$ cat config.mk
export PLATFORM = sky130hd
export DESIGN_NAME = sdram_cfg_ctrl
export DESIGN_NICKNAME = d
export VERILOG_FILES = /design/src/rtl/sdc_pkg.sv /design/src/rtl/sdc_timing.sv /design/src/rtl/sdc_refresh.sv /design/src/rtl/sdc_cfg_regs.sv /design/src/rtl/sdc_seq.sv /design/src/rtl/sdram_cfg_ctrl.sv
export SDC_FILE = /design/constraint.sdc
export NUM_CORES = 1
export LEC_CHECK = 0
export CAP_MARGIN = 20
export CORE_MARGIN = 10
export CORE_UTILIZATION = 30
export DETAILED_ROUTE_END_ITERATION = 16
export MAX_ROUTING_LAYER = met4
export SKIP_CTS_REPAIR_TIMING = 1
export SLEW_MARGIN = 20
export SYNTH_ARGS = -nofsm -noshare
export SYNTH_HDL_FRONTEND = slang
export SYNTH_SLANG_ARGS = --single-unit
$ cat constraint.sdc
create_clock -name clk -period 4.2 [get_ports clk]
set_input_delay 1.05 -clock clk [delete_from_list [all_inputs] [get_ports clk]]
set_output_delay 1.05 -clock clk [all_outputs]
set_load 0.01 [all_outputs]
$ cat src/rtl/sdc_pkg.sv
package sdc_pkg;
  localparam int CNT_W = 8;
  localparam int CFG_W = 7;
  localparam int AP_BIT = 10;

  typedef logic [CNT_W-1:0] cnt_t;

  typedef enum logic [2:0] {
    CMD_NOP = 3'd0,
    CMD_ACT = 3'd1,
    CMD_RD  = 3'd2,
    CMD_WR  = 3'd3,
    CMD_PRE = 3'd4,
    CMD_REF = 3'd5,
    CMD_LMR = 3'd6
  } sd_cmd_e;

  typedef enum logic [2:0] {
    S_IDLE, S_ACT, S_COL, S_REC, S_PRE, S_REF, S_LMR
  } seq_st_e;

  typedef struct packed {
    cnt_t cl;
    cnt_t rcd;
    cnt_t wr;
    cnt_t rp;
    cnt_t rc;
  } sdc_times_t;

  // Nanosecond limit to whole clocks, rounded up, never below one.
  function automatic int ns_to_cyc(input int ns, input int clk_ps);
    int c;
    c = (ns * 1000 + clk_ps - 1) / clk_ps;
    return (c < 1) ? 1 : c;
  endfunction
endpackage

$ cat src/rtl/sdc_timing.sv
module sdc_timing
  import sdc_pkg::*;
#(
  parameter int CLK_PS = 10000
) (
  input  logic [4:0]  sel,
  output sdc_times_t  times
);
  localparam int RCD_S = ns_to_cyc(25, CLK_PS);
  localparam int RCD_L = ns_to_cyc(50, CLK_PS);
  localparam int WR_S  = ns_to_cyc(25, CLK_PS);
  localparam int WR_L  = ns_to_cyc(50, CLK_PS);
  localparam int RP_S  = ns_to_cyc(25, CLK_PS);
  localparam int RP_L  = ns_to_cyc(50, CLK_PS);
  localparam int RC_S  = ns_to_cyc(75, CLK_PS);
  localparam int RC_L  = ns_to_cyc(100, CLK_PS);

  always_comb begin
    times.cl  = sel[0] ? cnt_t'(3)     : cnt_t'(2);
    times.rcd = sel[1] ? cnt_t'(RCD_L) : cnt_t'(RCD_S);
    times.wr  = sel[2] ? cnt_t'(WR_L)  : cnt_t'(WR_S);
    times.rp  = sel[3] ? cnt_t'(RP_L)  : cnt_t'(RP_S);
    times.rc  = sel[4] ? cnt_t'(RC_L)  : cnt_t'(RC_S);
  end
endmodule

$ cat src/rtl/sdc_refresh.sv
module sdc_refresh #(
  parameter int REF_INTERVAL = 150
) (
  input  logic clk,
  input  logic rst_n,
  input  logic taken,
  output logic pend
);
  localparam int RW = $clog2(REF_INTERVAL + 1);
  logic [RW-1:0] cnt;

  always_ff @(posedge clk or negedge rst_n) begin
    if (!rst_n) begin
      cnt  <= RW'(REF_INTERVAL - 1);
      pend <= 1'b0;
    end else begin
      if (taken) pend <= 1'b0;
      if (cnt == '0) begin
        pend <= 1'b1;
        cnt  <= RW'(REF_INTERVAL - 1);
      end else begin
        cnt <= cnt - 1'b1;
      end
    end
  end
endmodule

$ cat src/rtl/sdc_cfg_regs.sv
module sdc_cfg_regs
  import sdc_pkg::*;
(
  input  logic             clk,
  input  logic             rst_n,
  input  logic             we,
  input  logic [CFG_W-1:0] wdata,
  input  logic             lmr_issue,
  input  logic             init_done,
  output logic [CFG_W-1:0] q
);
  always_ff @(posedge clk or negedge rst_n) begin
    if (!rst_n) begin
      q <= '0;
    end else begin
      if (init_done) q[6] <= 1'b0;
      if (lmr_issue) q[5] <= 1'b0;
      if (we) begin
        q[4:0] <= wdata[4:0];
        q[5]   <= wdata[5];
        if (wdata[6] && !q[6]) q[6] <= 1'b1;
      end
    end
  end
endmodule

$ cat src/rtl/sdc_seq.sv
module sdc_seq
  import sdc_pkg::*;
#(
  parameter int ADDR_W  = 22,
  parameter int ROW_W   = 12,
  parameter int COL_W   = 8,
  parameter int MRD_CYC = 2
) (
  input  logic              clk,
  input  logic              rst_n,
  input  sdc_times_t        times,
  input  logic              arm,
  input  logic              init_pend,
  input  logic              ref_pend,
  input  logic              req_valid,
  input  logic              req_write,
  input  logic [ADDR_W-1:2] req_addr,
  output logic              req_ready,
  output logic [2:0]        cmd,
  output logic [ROW_W-1:0]  addr,
  output logic              ack,
  output logic              ref_take,
  output logic              lmr_issue,
  output logic              init_done,
  output logic              init_run
);
  seq_st_e          st;
  cnt_t             cnt;
  logic             wr_q;
  logic [COL_W-1:0] col_q;
  sd_cmd_e          cmd_q;
  logic             go_init, go_acc, in_idle;

  assign in_idle   = (st == S_IDLE);
  assign go_init   = in_idle && init_pend;
  assign ref_take  = in_idle && !init_pend && ref_pend;
  assign req_ready = in_idle && !init_pend && !ref_pend;
  assign go_acc    = req_valid && req_ready;
  assign lmr_issue = go_acc && arm;
  assign init_done = (st == S_PRE) && (cnt == '0) && init_run;
  assign cmd       = cmd_q;

  always_ff @(posedge clk or negedge rst_n) begin
    if (!rst_n) begin
      st       <= S_IDLE;
      cnt      <= '0;
      wr_q     <= 1'b0;
      col_q    <= '0;
      cmd_q    <= CMD_NOP;
      addr     <= '0;
      ack      <= 1'b0;
      init_run <= 1'b0;
    end else begin
      cmd_q <= CMD_NOP;
      addr  <= '0;
      ack   <= 1'b0;
      unique case (st)
        S_IDLE: begin
          if (go_init) begin
            cmd_q        <= CMD_PRE;
            addr[AP_BIT] <= 1'b1;
            cnt          <= times.rp - 1'b1;
            init_run     <= 1'b1;
            st           <= S_PRE;
          end else if (ref_take) begin
            cmd_q <= CMD_REF;
            cnt   <= times.rc - 1'b1;
            st    <= S_REF;
          end else if (go_acc) begin
            if (arm) begin
              cmd_q <= CMD_LMR;
              addr  <= req_addr[2 +: ROW_W];
              cnt   <= cnt_t'(MRD_CYC - 1);
              st    <= S_LMR;
            end else begin
              cmd_q <= CMD_ACT;
              addr  <= req_addr[2+COL_W +: ROW_W];
              wr_q  <= req_write;
              col_q <= req_addr[2 +: COL_W];
              cnt   <= times.rcd - 1'b1;
              st    <= S_ACT;
            end
          end
        end
        S_ACT: begin
          if (cnt == '0) begin
            cmd_q <= wr_q ? CMD_WR : CMD_RD;
            addr  <= ROW_W'(col_q);
            cnt   <= times.cl - 1'b1;
            st    <= S_COL;
          end else cnt <= cnt - 1'b1;
        end
        S_COL: begin
          if (cnt == '0) begin
            ack <= 1'b1;
            cnt <= wr_q ? (times.wr - 1'b1) : '0;
            st  <= S_REC;
          end else cnt <= cnt - 1'b1;
        end
        S_REC: begin
          if (cnt == '0) begin
            cmd_q        <= CMD_PRE;
            addr[AP_BIT] <= 1'b1;
            cnt          <= times.rp - 1'b1;
            st           <= S_PRE;
          end else cnt <= cnt - 1'b1;
        end
        S_PRE: begin
          if (cnt == '0) begin
            init_run <= 1'b0;
            st       <= S_IDLE;
          end else cnt <= cnt - 1'b1;
        end
        S_REF: begin
          if (cnt == '0) st <= S_IDLE;
          else cnt <= cnt - 1'b1;
        end
        S_LMR: begin
          if (cnt == '0) begin
            ack <= 1'b1;
            st  <= S_IDLE;
          end else cnt <= cnt - 1'b1;
        end
        default: st <= S_IDLE;
      endcase
    end
  end
endmodule

$ cat src/rtl/sdram_cfg_ctrl.sv
module sdram_cfg_ctrl
  import sdc_pkg::*;
#(
  parameter int CLK_PS       = 10000,
  parameter int REF_INTERVAL = 150,
  parameter int MRD_CYC      = 2,
  parameter int ROW_W        = 12,
  parameter int COL_W        = 8,
  parameter int ADDR_W       = 2 + COL_W + ROW_W
) (
  input  logic              clk,
  input  logic              rst_n,
  input  logic              cfg_we,
  input  logic [6:0]        cfg_wdata,
  output logic [6:0]        cfg_rdata,
  input  logic              req_valid,
  output logic              req_ready,
  input  logic              req_write,
  input  logic [ADDR_W-1:2] req_addr,
  output logic [2:0]        sd_cmd,
  output logic [ROW_W-1:0]  sd_addr,
  output logic              xfer_ack
);
  logic [CFG_W-1:0] cfg_q;
  sdc_times_t       times;
  logic             ref_pend, ref_take, lmr_issue, init_done, init_run;

  sdc_cfg_regs u_regs (
    .clk(clk), .rst_n(rst_n), .we(cfg_we), .wdata(cfg_wdata),
    .lmr_issue(lmr_issue), .init_done(init_done), .q(cfg_q)
  );

  sdc_timing #(.CLK_PS(CLK_PS)) u_timing (
    .sel(cfg_q[4:0]), .times(times)
  );

  sdc_refresh #(.REF_INTERVAL(REF_INTERVAL)) u_refresh (
    .clk(clk), .rst_n(rst_n), .taken(ref_take), .pend(ref_pend)
  );

  sdc_seq #(
    .ADDR_W(ADDR_W), .ROW_W(ROW_W), .COL_W(COL_W), .MRD_CYC(MRD_CYC)
  ) u_seq (
    .clk(clk), .rst_n(rst_n), .times(times), .arm(cfg_q[5]),
    .init_pend(cfg_q[6] && !init_run), .ref_pend(ref_pend),
    .req_valid(req_valid), .req_write(req_write), .req_addr(req_addr),
    .req_ready(req_ready), .cmd(sd_cmd), .addr(sd_addr), .ack(xfer_ack),
    .ref_take(ref_take), .lmr_issue(lmr_issue), .init_done(init_done),
    .init_run(init_run)
  );

  assign cfg_rdata = cfg_q;
endmodule

; ---- Yosys cells after proc, flatten, opt, wreduce, memory -nomap -nowiden
; Cells that the tools add are included.
[word_totals]
reg_bits = 53
inputBits = 32
output_inout_bits = 24
elab_cells = 117
[classes]
n_addsub = 7
n_eq_ne = 14
muxes = 53
bitwise = 3
n_reduce_logical = 27
[ops]
columns = op, n
row1 = $mux 8, 11
row2 = $mux 3, 16
row3 = $pmux 8 s5, 1
row4 = $mux 12, 3
row5 = $pmux 10 s2, 1
row6 = $logic_not 8->1, 2
row7 = $sub 8x1->8 const B, 2
row8 = $pmux 3 s5, 1
row9 = $mux 1, 13
row10 = $sub 3x1->4 const B, 3
row11 = $logic_and 1x1->1, 10
row12 = $mux 10, 1
row13 = $ne 2x1->1 const B, 5
row14 = $reduce_and 5->1, 2
row15 = $eq 3x3->1 const B, 3
row16 = $pmux 3 s3, 1
row17 = $mux 7, 1
row18 = $eq 3x2->1 const B, 2
row19 = $reduce_and 3->1, 2
row20 = $reduce_bool 2->1, 3
row21 = $reduce_bool 5->1, 1
row22 = $sub 4x1->5 const B, 1
row23 = $logic_not 1->1, 4
row24 = $ne 2x2->1 const B, 2
row25 = 10 further kinds, 13

; ---- Logic depth before layout (Yosys ltp)
; Gate-level depths: netlist of run 1.
[logic_depth]
depth_word = 10
depth_mapped = 8

; ---- By module
; A second synthesis of run 1 with hierarchy kept.
[unflattened]
hier_cells = 417
hier_area_um2 = 3784.9
[modules_own_cells]
columns = mod, n_inst, cells_per_inst, area_each_um2, seq_area_each_um2
row1 = sdc_seq, 1, 318, 2767.7, 925.9
row2 = sdc_refresh, 1, 38, 416.6, 230.2
row3 = sdc_timing, 1, 42, 296.5, 0.0
row4 = sdc_cfg_regs, 1, 18, 290.3, 175.2
row5 = sdram_cfg_ctrl, 1, 1, 13.8, 0.0

; ---- Least setup slack after synthesis of run 1
; Ideal clock, no wire load.
[synth_timing]
path_type = reg-to-output
startpoint = register u_seq.st[1]
endpoint = output port req_ready
t_arrival_ns = 1.158
setup_slack_ns = 1.992
path_stages_with_launch = 4
path_buffers = 1
path_cell_list = dfrtp_1 or3_1 buf_2 nor3_4
[synth_via]
elab_chain_len = 3
[synth_rtl]
columns = item, line
row1 = "start, declared", sdc_seq.sv:27  ; seq_st_e st;
row2 = "start signal, assigned", sdc_seq.sv:45  ; st <= S_IDLE;
row3 = "start signal, assigned", sdc_seq.sv:64  ; st <= S_PRE;
row4 = "start signal, assigned", sdc_seq.sv:68  ; st <= S_REF;
row5 = $logic_not 3->1, sdc_seq.sv:34  ; assign in_idle = (st == S_IDLE);
row6 = $logic_and 1x1->1 (2 in a row), sdc_seq.sv:37  ; assign req_ready = in_idle && !init_pend && !ref_pend;
row7 = "end, declared", sdram_cfg_ctrl.sv:17  ; output logic req_ready,
; Every way passes these cells.

; ---- Worst setup path after layout of run 1
[layout_timing]
startpoint = register u_seq.st[2]
endpoint = output port req_ready
; The elaborated chain is that of the path after synthesis.

==> results.yml, run 1 <==
run_status:
  status: "complete, no violations"
finish:
  final_core_util_pct: 38.9
  final_net_count: 351
  num_antenna_cells: 0
  fin_area_mm2: 0.00339
  drive_gt1_share_pct: 11.4
  area_growth_pct: 26.1
timing:
  period_needed_ps: 3410
  rsz0062_at_grt: "false"
  max_freq_mhz: 294
  slew-limit-headroom_pct: 30.5
  hold_viol: 0
  fin_skew_ps: 14.1
  tightest_slew_ps: 1040
  period_share_pct: 81.1
  finalSetupTns_ps: 0
  final_max_slew_viol_count: 0
  finalSetupViolations: 0
logic_synthesis:
  synthCells: 269
  yosys_warnings: 0
  synth_area_leader_cell: "dfrtp_1"
  syn_area_mm2: 0.00269
  yosysSeqAreaShare_pct: 49.5
  syn_area_per_cell_um2: 10.0
  ys_seq_elements: 53
  ys_types: 56
  netlist.area_leader.share_pct: 45.6
  synth_nets: 304
  synth_edf_count: 0
  async_flop_share_pct: 100
  synth_flop_cell: "dfrtp_1"
  synth_commonest_cells: "dfrtp_1 (49), nand2_1 (35), o21ai_0 (26)"
  synthTopCellsByArea: "dfrtp_1 (46%), mux2_2 (5.9%), nand2_1 (4.9%)"
  yosysMostFrequentCell: "dfrtp_1"
worst_setup_path:
  endpoint_kind: "output pin"
  cpPeakStageDelay_ps: 620
  slowest_stage: "dfrtp_1"
  required_ps: 3150
  critPathTopFamily: "simple AND/OR/NAND/NOR gates"
  crit_buf_inv: 1
  cp_max_fo: 21
  cp_cell_sequence: "or3_1 -> nor3_4 -> clkdlybuf4s50_1"
  crit_type: "reg2out"
  arrival_ps: 2360
  start_kind: "register"
floorplanning:
  core_area_mm2: 0.00872
  die_w_um: 115
  initial_utilization_pct: 30.9
  rows: 34
  ios: 56
  die_height_um: 115
  die_area_mm2: 0.0132
place:
  place_area_mm2: 0.00330
  gp_congestion: 0.836
  io_buffers: 55
  hpwl_um: 4950
global_routing:
  grt_pass1_vias: 2246
  grt_max_degree: 33
  grt_first_pass_wirelength_um: 11300
  grt-ovfl-total: 0
  track_usage_pct: 10.9
  antenna_found_initial: 0
clock_network:
  clk_pin_slew_ps: 100
  cts_num_sinks: 53
  cts_tree: "done"
  cts-root-buf: "clkbuf_8"
  numCtsBuffers: 5
  clock_latency_ps: 320
  cts_max_path_buffers: 2
  cts_max_level: 2
routing:
  num_vias: 2172
  drt_iter0_markers: 146
  totalWireLength_um: 6750
  wl_per_cell_um: 15.9
  remaining_drc_errors: 0
  drtAntennaViolNets: 0
  drtPass1Iterations: 4
  viasPerCell: 5.11
worst_hold_path:
  hold_class: "reg2reg"
power_and_ir_drop:
  irDropWorstVdd_mv: 0.130
  cellLeakagePower_uw: 0.00145
  power.density_mw_per_mm2: 378
flow_run:
  cap_viol_max_count: 0
-- cell families after synthesis --
family,Yosys count,synth area share [%]
adders and majority gates,3,1.39
muxes,26,10.3
and+or+nand+nor,99,18.6
buffers and inverters,22,3.63
AOI/OAI and AO/OA,61,15.0
xor gates and xnor gates,5,1.63
DFF,53,49.5
-- where the power goes --
group	total, uW	internal [uW]	switching, uW
clock	305	119	186
sequential	631	563	68.0
combinational	347	179	168
-- worst paths after layout --
path,startpoint,endpoint,slack (ps),cells past startpoint
hold / removal,u_refresh.cnt[0],u_refresh.cnt[0],470,1
min in group asynchronous,rst_n,u_seq.col_q[6],790,1
setup / recovery,u_seq.st[2],req_ready,790,3
max in group asynchronous,rst_n,u_refresh.cnt[0],2590,2
hold reg to reg,u_refresh.cnt[0],u_refresh.cnt[0],470,1
setup reg to reg,u_seq.st[2],u_seq.col_q[0],1450,5
-- worst reg2reg max path: stages, from the launching register on --
cell	delay (ps)
dfrtp_1	620
or3_1	590
nor3_4	260
nand2_1	380
nor2_4	420
mux2_2	380
-- layer usage --
layer | routed length (um) | track usage [%] | up-vias
met5 | 0 | - | -
met4 | 94 | 3.47 | 0
met3 | 334 | 2.88 | 5
met2 | 3150 | 16.6 | 61
met1 | 3180 | 13.9 | 1053
li1 | - | - | 1053
-- placed cells by master (no fill, tap or decap), drive strengths merged, types with 4 or more instances in the layout --
cell type,n
a21oi,9
clkbuf,5
inv,7
nor2,24
nor3,8
mux2i,12
dfstp,4
or3,4
o21ai,27
dfrtp,49
clkdlybuf4s50,54
nand2,35
mux2,14
nand2b,7
nor4,5
-- sequential cells by signal (all words and copies together), names as in the netlist --
signal,cells
u_refresh.cnt,8
u_refresh.pend,1
u_regs.q,7
u_seq.ack,1
u_seq.addr,12
u_seq.cmd,3
u_seq.cnt,8
u_seq.col_q,8
u_seq.init_run,1
u_seq.st,3
u_seq.wr_q,1
-- cell type report --
type | count | area [um^2]
clock buffers | 5 | 68.8
clock inverters | 3 | 21.3
fillers | 863 | 5330
inverters | 6 | 22.5
multi-input cells | 194 | 1260
flip-flops and latches | 53 | 1330
well taps | 108 | 135
repair buffers | 56 | 553
-- metrics by stage --
step / worst slack (ps) / std cells / total power (uW) / hold WS, ps
2_1_floorplan: 1990 / 269 / 870 / 435
3_3_place_gp: 1190 / 417 / 980 / 447
3_5_place_dp: 1150 / 417 / 987 / 451
4_1_cts: 788 / 425 / 1290 / 476
5_1_grt: 642 / 425 / 1360 / 499
6_report: 794 / 425 / 1280 / 473
Note: power is estimated with default switching activity, not from simulation.
==> run 2, diff against run 1 <==
- clock period: 4.2 -> 3.4 ns (I/O delays scaled with it)
==> run 2 against run 1 <==
- flip-flop and latch count stayed put
- routed wire length rose by 2.1%
- critical path type unchanged
- register-to-register slack worse by 500 ps
- via count grew 0.41%
- setup slack got worse by 560 ps
==> results.yml, run 2 (synthesis gave the netlist of run 1 again) <==
finish:
  num_antenna_cells: 0
  final_cell_mix: "clkdlybuf4s50_1 (54), dfrtp_1 (49), nand2_1 (35)"
  area_growth_pct: 27.5
  largest-register: "u_seq.addr"
  final_net_count: 356
  largest_reg_flops: 12
  drive_gt1_share_pct: 12.4
  final_cell_count_no_fill: 430
  multiInputGateArea_mm2: 0.00126
  nFillCells: 851
  layout_commonest_cell: "clkdlybuf4s50_1"
  final_core_util_pct: 39.3
  seqCellArea_mm2: 0.00133
floorplanning:
  die_area_mm2: 0.0132
  ios: 56
  rows: 34
  core_area_mm2: 0.00872
  die_height_um: 115
  initial_utilization_pct: 30.9
  die_w_um: 115
power_and_ir_drop:
  cellLeakagePower_uw: 0.00147
  intPower_uw: 1070
  pwr-share-seq_pct: 49.0
  combPwrFrac_pct: 28.4
  power.density_mw_per_mm2: 460
  switchingPower_uw: 502
  irDropWorstVdd_mv: 0.193
  clockPowerShare_pct: 22.6
  swShare_pct: 31.8
  p_total_uw: 1580
routing:
  viasPerCell: 5.07
  drtPass1Iterations: 4
  drt_iter0_markers: 135
  totalWireLength_um: 6900
  drtAntennaViolNets: 0
  remaining_drc_errors: 0
  wl_per_cell_um: 16.0
  num_vias: 2181
clock_network:
  numCtsBuffers: 5
  cts-root-buf: "clkbuf_8"
  cts_num_sinks: 53
  clk_pin_slew_ps: 100
  cts_max_path_buffers: 2
  cts_max_level: 2
  clock_latency_ps: 300
  cts_tree: "done"
timing:
  rsz0062_at_grt: "false"
  final_max_slew_viol_count: 0
  finalSetupViolations: 0
  fin_skew_ps: 9.76
  setup_slack_ps: 233
  max_freq_mhz: 316
  period_needed_ps: 3170
  finalSetupTns_ps: 0
  hold_viol: 0
  tightest_slew_ps: 634
  slew-limit-headroom_pct: 57.3
  period_share_pct: 93.2
worst_setup_path:
  endpoint_kind: "output pin"
  crit_buf_inv: 1
  r2r_slack_ps: 950
  cp_cell_sequence: "or3_1 -> nor3_4 -> clkdlybuf4s50_1"
  crit_type: "reg2out"
  arrival_ps: 2320
  cpPeakStageDelay_ps: 610
  required_ps: 2550
  cp_max_fo: 16
  slowest_stage: "or3_1"
  critPathTopFamily: "simple AND/OR/NAND/NOR gates"
  start_kind: "register"
global_routing:
  grt-ovfl-total: 0
  track_usage_pct: 10.9
  grt_pass1_vias: 2255
  antenna_found_initial: 0
  grt_max_degree: 33
  grt_first_pass_wirelength_um: 11500
place:
  hpwl_um: 5130
  dp_slack_ps: 582
  dp_cells: 422
  gp_congestion: 0.825
  io_buffers: 55
worst_hold_path:
  hold_class: "reg2reg"
flow_run:
  cap_viol_max_count: 0
run_status:
  status: "complete, no violations"
run 2: changes by cell type in the layout (fill, tap and decap cells not counted):
cell,previous run,this run
buf_4,1,6
clkbuf_1,0,1
clkinv_2,1,0
clkinv_4,0,1
inv_6,1,0
run 2: final cells by class:
cell class              instances  share of cell area (%)
multi-input cells             194                    36.8
clock inverters                 2                   0.474
well taps                     108                    3.94
inverters                       6                   0.656
flip-flops and latches         53                    38.8
repair buffers                 61                    17.2
clock buffers                   6                    2.12
run 2: final timing paths:
kind | cells past startpoint | startpoint | to
max in group asynchronous | 2 | rst_n | u_refresh.cnt[7]
min in group asynchronous | 1 | rst_n | u_seq.col_q[4]
hold reg to reg | 1 | u_refresh.cnt[0] | u_refresh.cnt[0]
setup / recovery | 3 | u_seq.st[1] | req_ready
hold / removal | 1 | u_refresh.cnt[0] | u_refresh.cnt[0]
setup reg to reg | 6 | u_seq.st[1] | u_seq.col_q[1]
run 2: stage by stage:
| step | hold slack [ps] | cell area [um^2] |
|---|---|---|
| 2_1_floorplan | 435 | 2690 |
| 4_1_cts | 481 | 3430 |
| 3_3_place_gp | 447 | 3340 |
| 3_5_place_dp | 456 | 3340 |
| 5_1_grt | 506 | 3430 |
| 6_report | 472 | 3430 |
run 2: worst register-to-register path, stage by stage (launching register included):
cell and delay (ps):
dfrtp_1 560, or3_1 620, nor3_4 260, nand2_1 70, buf_4 190, nor2_4 280, mux2_2 370
run 2: power by group through the flow:
stage	Clock, uW	Sequential [uW]	Combinational (uW)
after floorplan	0	768	307
after global placement	0	781	443
after detailed placement	0	782	451
after CTS	376	772	454
after global routing	400	787	509
final	356	773	448
run 2: routing by layer:
metal | global-route usage [%] | vias to the layer above | part of all wire, %
met5 | - | - | 0
met4 | 3.05 | 0 | 0.96
met3 | 2.20 | 4 | 3.6
met2 | 17.8 | 50 | 49
met1 | 13.4 | 1073 | 47
li1 | - | 1054 | -
==> run 3, diff against run 2 <==
- CORE_MARGIN: 10 -> 4
==> run 3 against run 2 <==
- design area is 0.22% higher
- global-route usage is 2.7 points higher
- fmax is 9.2% higher
- critical endpoint unchanged
- die area is 20% lower
- non-clock buffer count stayed put
==> results.yml, run 3 (synthesis gave the netlist of run 1 again) <==
run_status:
  status: "complete, no violations"
timing:
  rsz0062_at_grt: "false"
  period_share_pct: 85.3
  hold_viol: 0
  finalSetupViolations: 0
  period_needed_ps: 2900
  finalSetupTns_ps: 0
  slew-limit-headroom_pct: 53.9
  max_freq_mhz: 345
  final_max_slew_viol_count: 0
  setup_slack_ps: 500
  fin_skew_ps: 8.16
  tightest_slew_ps: 690
clock_network:
  numCtsBuffers: 5
  cts_max_path_buffers: 2
  cts_tree: "done"
  clk_pin_slew_ps: 100
  cts-root-buf: "clkbuf_8"
  cts_max_level: 2
  cts_num_sinks: 53
  clock_latency_ps: 310
worst_hold_path:
  hold_class: "reg2reg"
  hold_start: "u_refresh.cnt[0]"
place:
  dp_slack_ps: 763
  io_buffers: 55
  gp_congestion: 0.829
  hpwl_um: 4740
routing:
  drt_iter0_markers: 82
  viasPerCell: 4.97
  wl_per_cell_um: 15.4
  remaining_drc_errors: 0
  totalWireLength_um: 6620
  num_vias: 2138
  drtAntennaViolNets: 0
  drtPass1Iterations: 4
finish:
  area_growth_pct: 27.8
  final_core_util_pct: 39.4
  largest_reg_flops: 12
  largest-register: "u_seq.addr"
  seqCellArea_mm2: 0.00133
  drive_gt1_share_pct: 12.7
  nFillCells: 895
  multiInputGateArea_mm2: 0.00126
  final_cell_mix: "clkdlybuf4s50_1 (54), dfrtp_1 (49), nand2_1 (35)"
  num_antenna_cells: 0
  layout_commonest_cell: "clkdlybuf4s50_1"
  final_net_count: 356
worst_setup_path:
  timing.rr.start: "u_seq.cnt[0]"
  critPathLaunch: "u_seq.st[1]"
  required_ps: 2550
  crit_type: "reg2out"
  endpoint_kind: "output pin"
  arrival_ps: 2050
  start_kind: "register"
  cp_max_fo: 9
global_routing:
  grt_first_pass_wirelength_um: 11000
  antenna_found_initial: 0
  grt_pass1_vias: 2143
  track_usage_pct: 13.6
  grt-ovfl-total: 0
  grt_max_degree: 36
flow_run:
  cap_viol_max_count: 0
power_and_ir_drop:
  cellLeakagePower_uw: 0.00148
  p_total_uw: 1580
  irDropWorstVdd_mv: 0.200
  power.density_mw_per_mm2: 460
floorplanning:
  initial_utilization_pct: 30.9
  ios: 56
  rows: 34
  die_area_mm2: 0.0106
  core_area_mm2: 0.00872
  die_height_um: 103
  die_w_um: 103
-- run 3: area by class of cell --
cell class                 count  share of cell area (%)
clock inverter                 2                   0.400
timing repair buffer          61                    17.2
tap                          108                    3.93
multi-input combinational    194                    36.7
sequential                    53                    38.7
inverter                       6                   0.655
clock buffer                   6                    2.40
-- run 3: worst paths after layout --
path / slack [ps] / cells after the start / endpoint
worst max-delay path: 500 / 3 / req_ready
worst min-delay path: 470 / 1 / u_refresh.cnt[0]
worst max register to register: 1010 / 7 / u_seq.cnt[1]
worst min register to register: 470 / 1 / u_refresh.cnt[0]
max in group asynchronous: 2090 / 2 / u_refresh.cnt[0]
min in group asynchronous: 480 / 1 / u_seq.ack
-- run 3: layer usage --
layer	vias to the layer above	global-route usage [%]	wire length (um)
li1	1049	-	-
met1	1043	18.8	3180
met2	42	21.1	3160
met3	4	1.69	223
met4	0	3.83	58
met5	-	-	0
-- run 3: per-stage QoR --
stage	cells	instance area [um^2]	hold WS [ps]
floorplan	269	2690	435
global placement	422	3340	447
CTS	430	3440	476
global route	430	3440	492
detailed placement	422	3340	452
finish	430	3440	471
-- run 3: critical path: stages, from the launching register on --
cell and delay, ps:
dfrtp_1 380, or3_1 550, nor3_4 250, clkdlybuf4s50_1 570
-- run 3: where the power goes --
group / total [uW] / leakage [uW] / switching [uW] / internal [uW]
registers: 775 / 0.000674 / 79.2 / 695
clock network: 373 / 0.0000512 / 208 / 166
logic: 433 / 0.000756 / 213 / 221
total: 1580 / 0.00148 / 500 / 1080
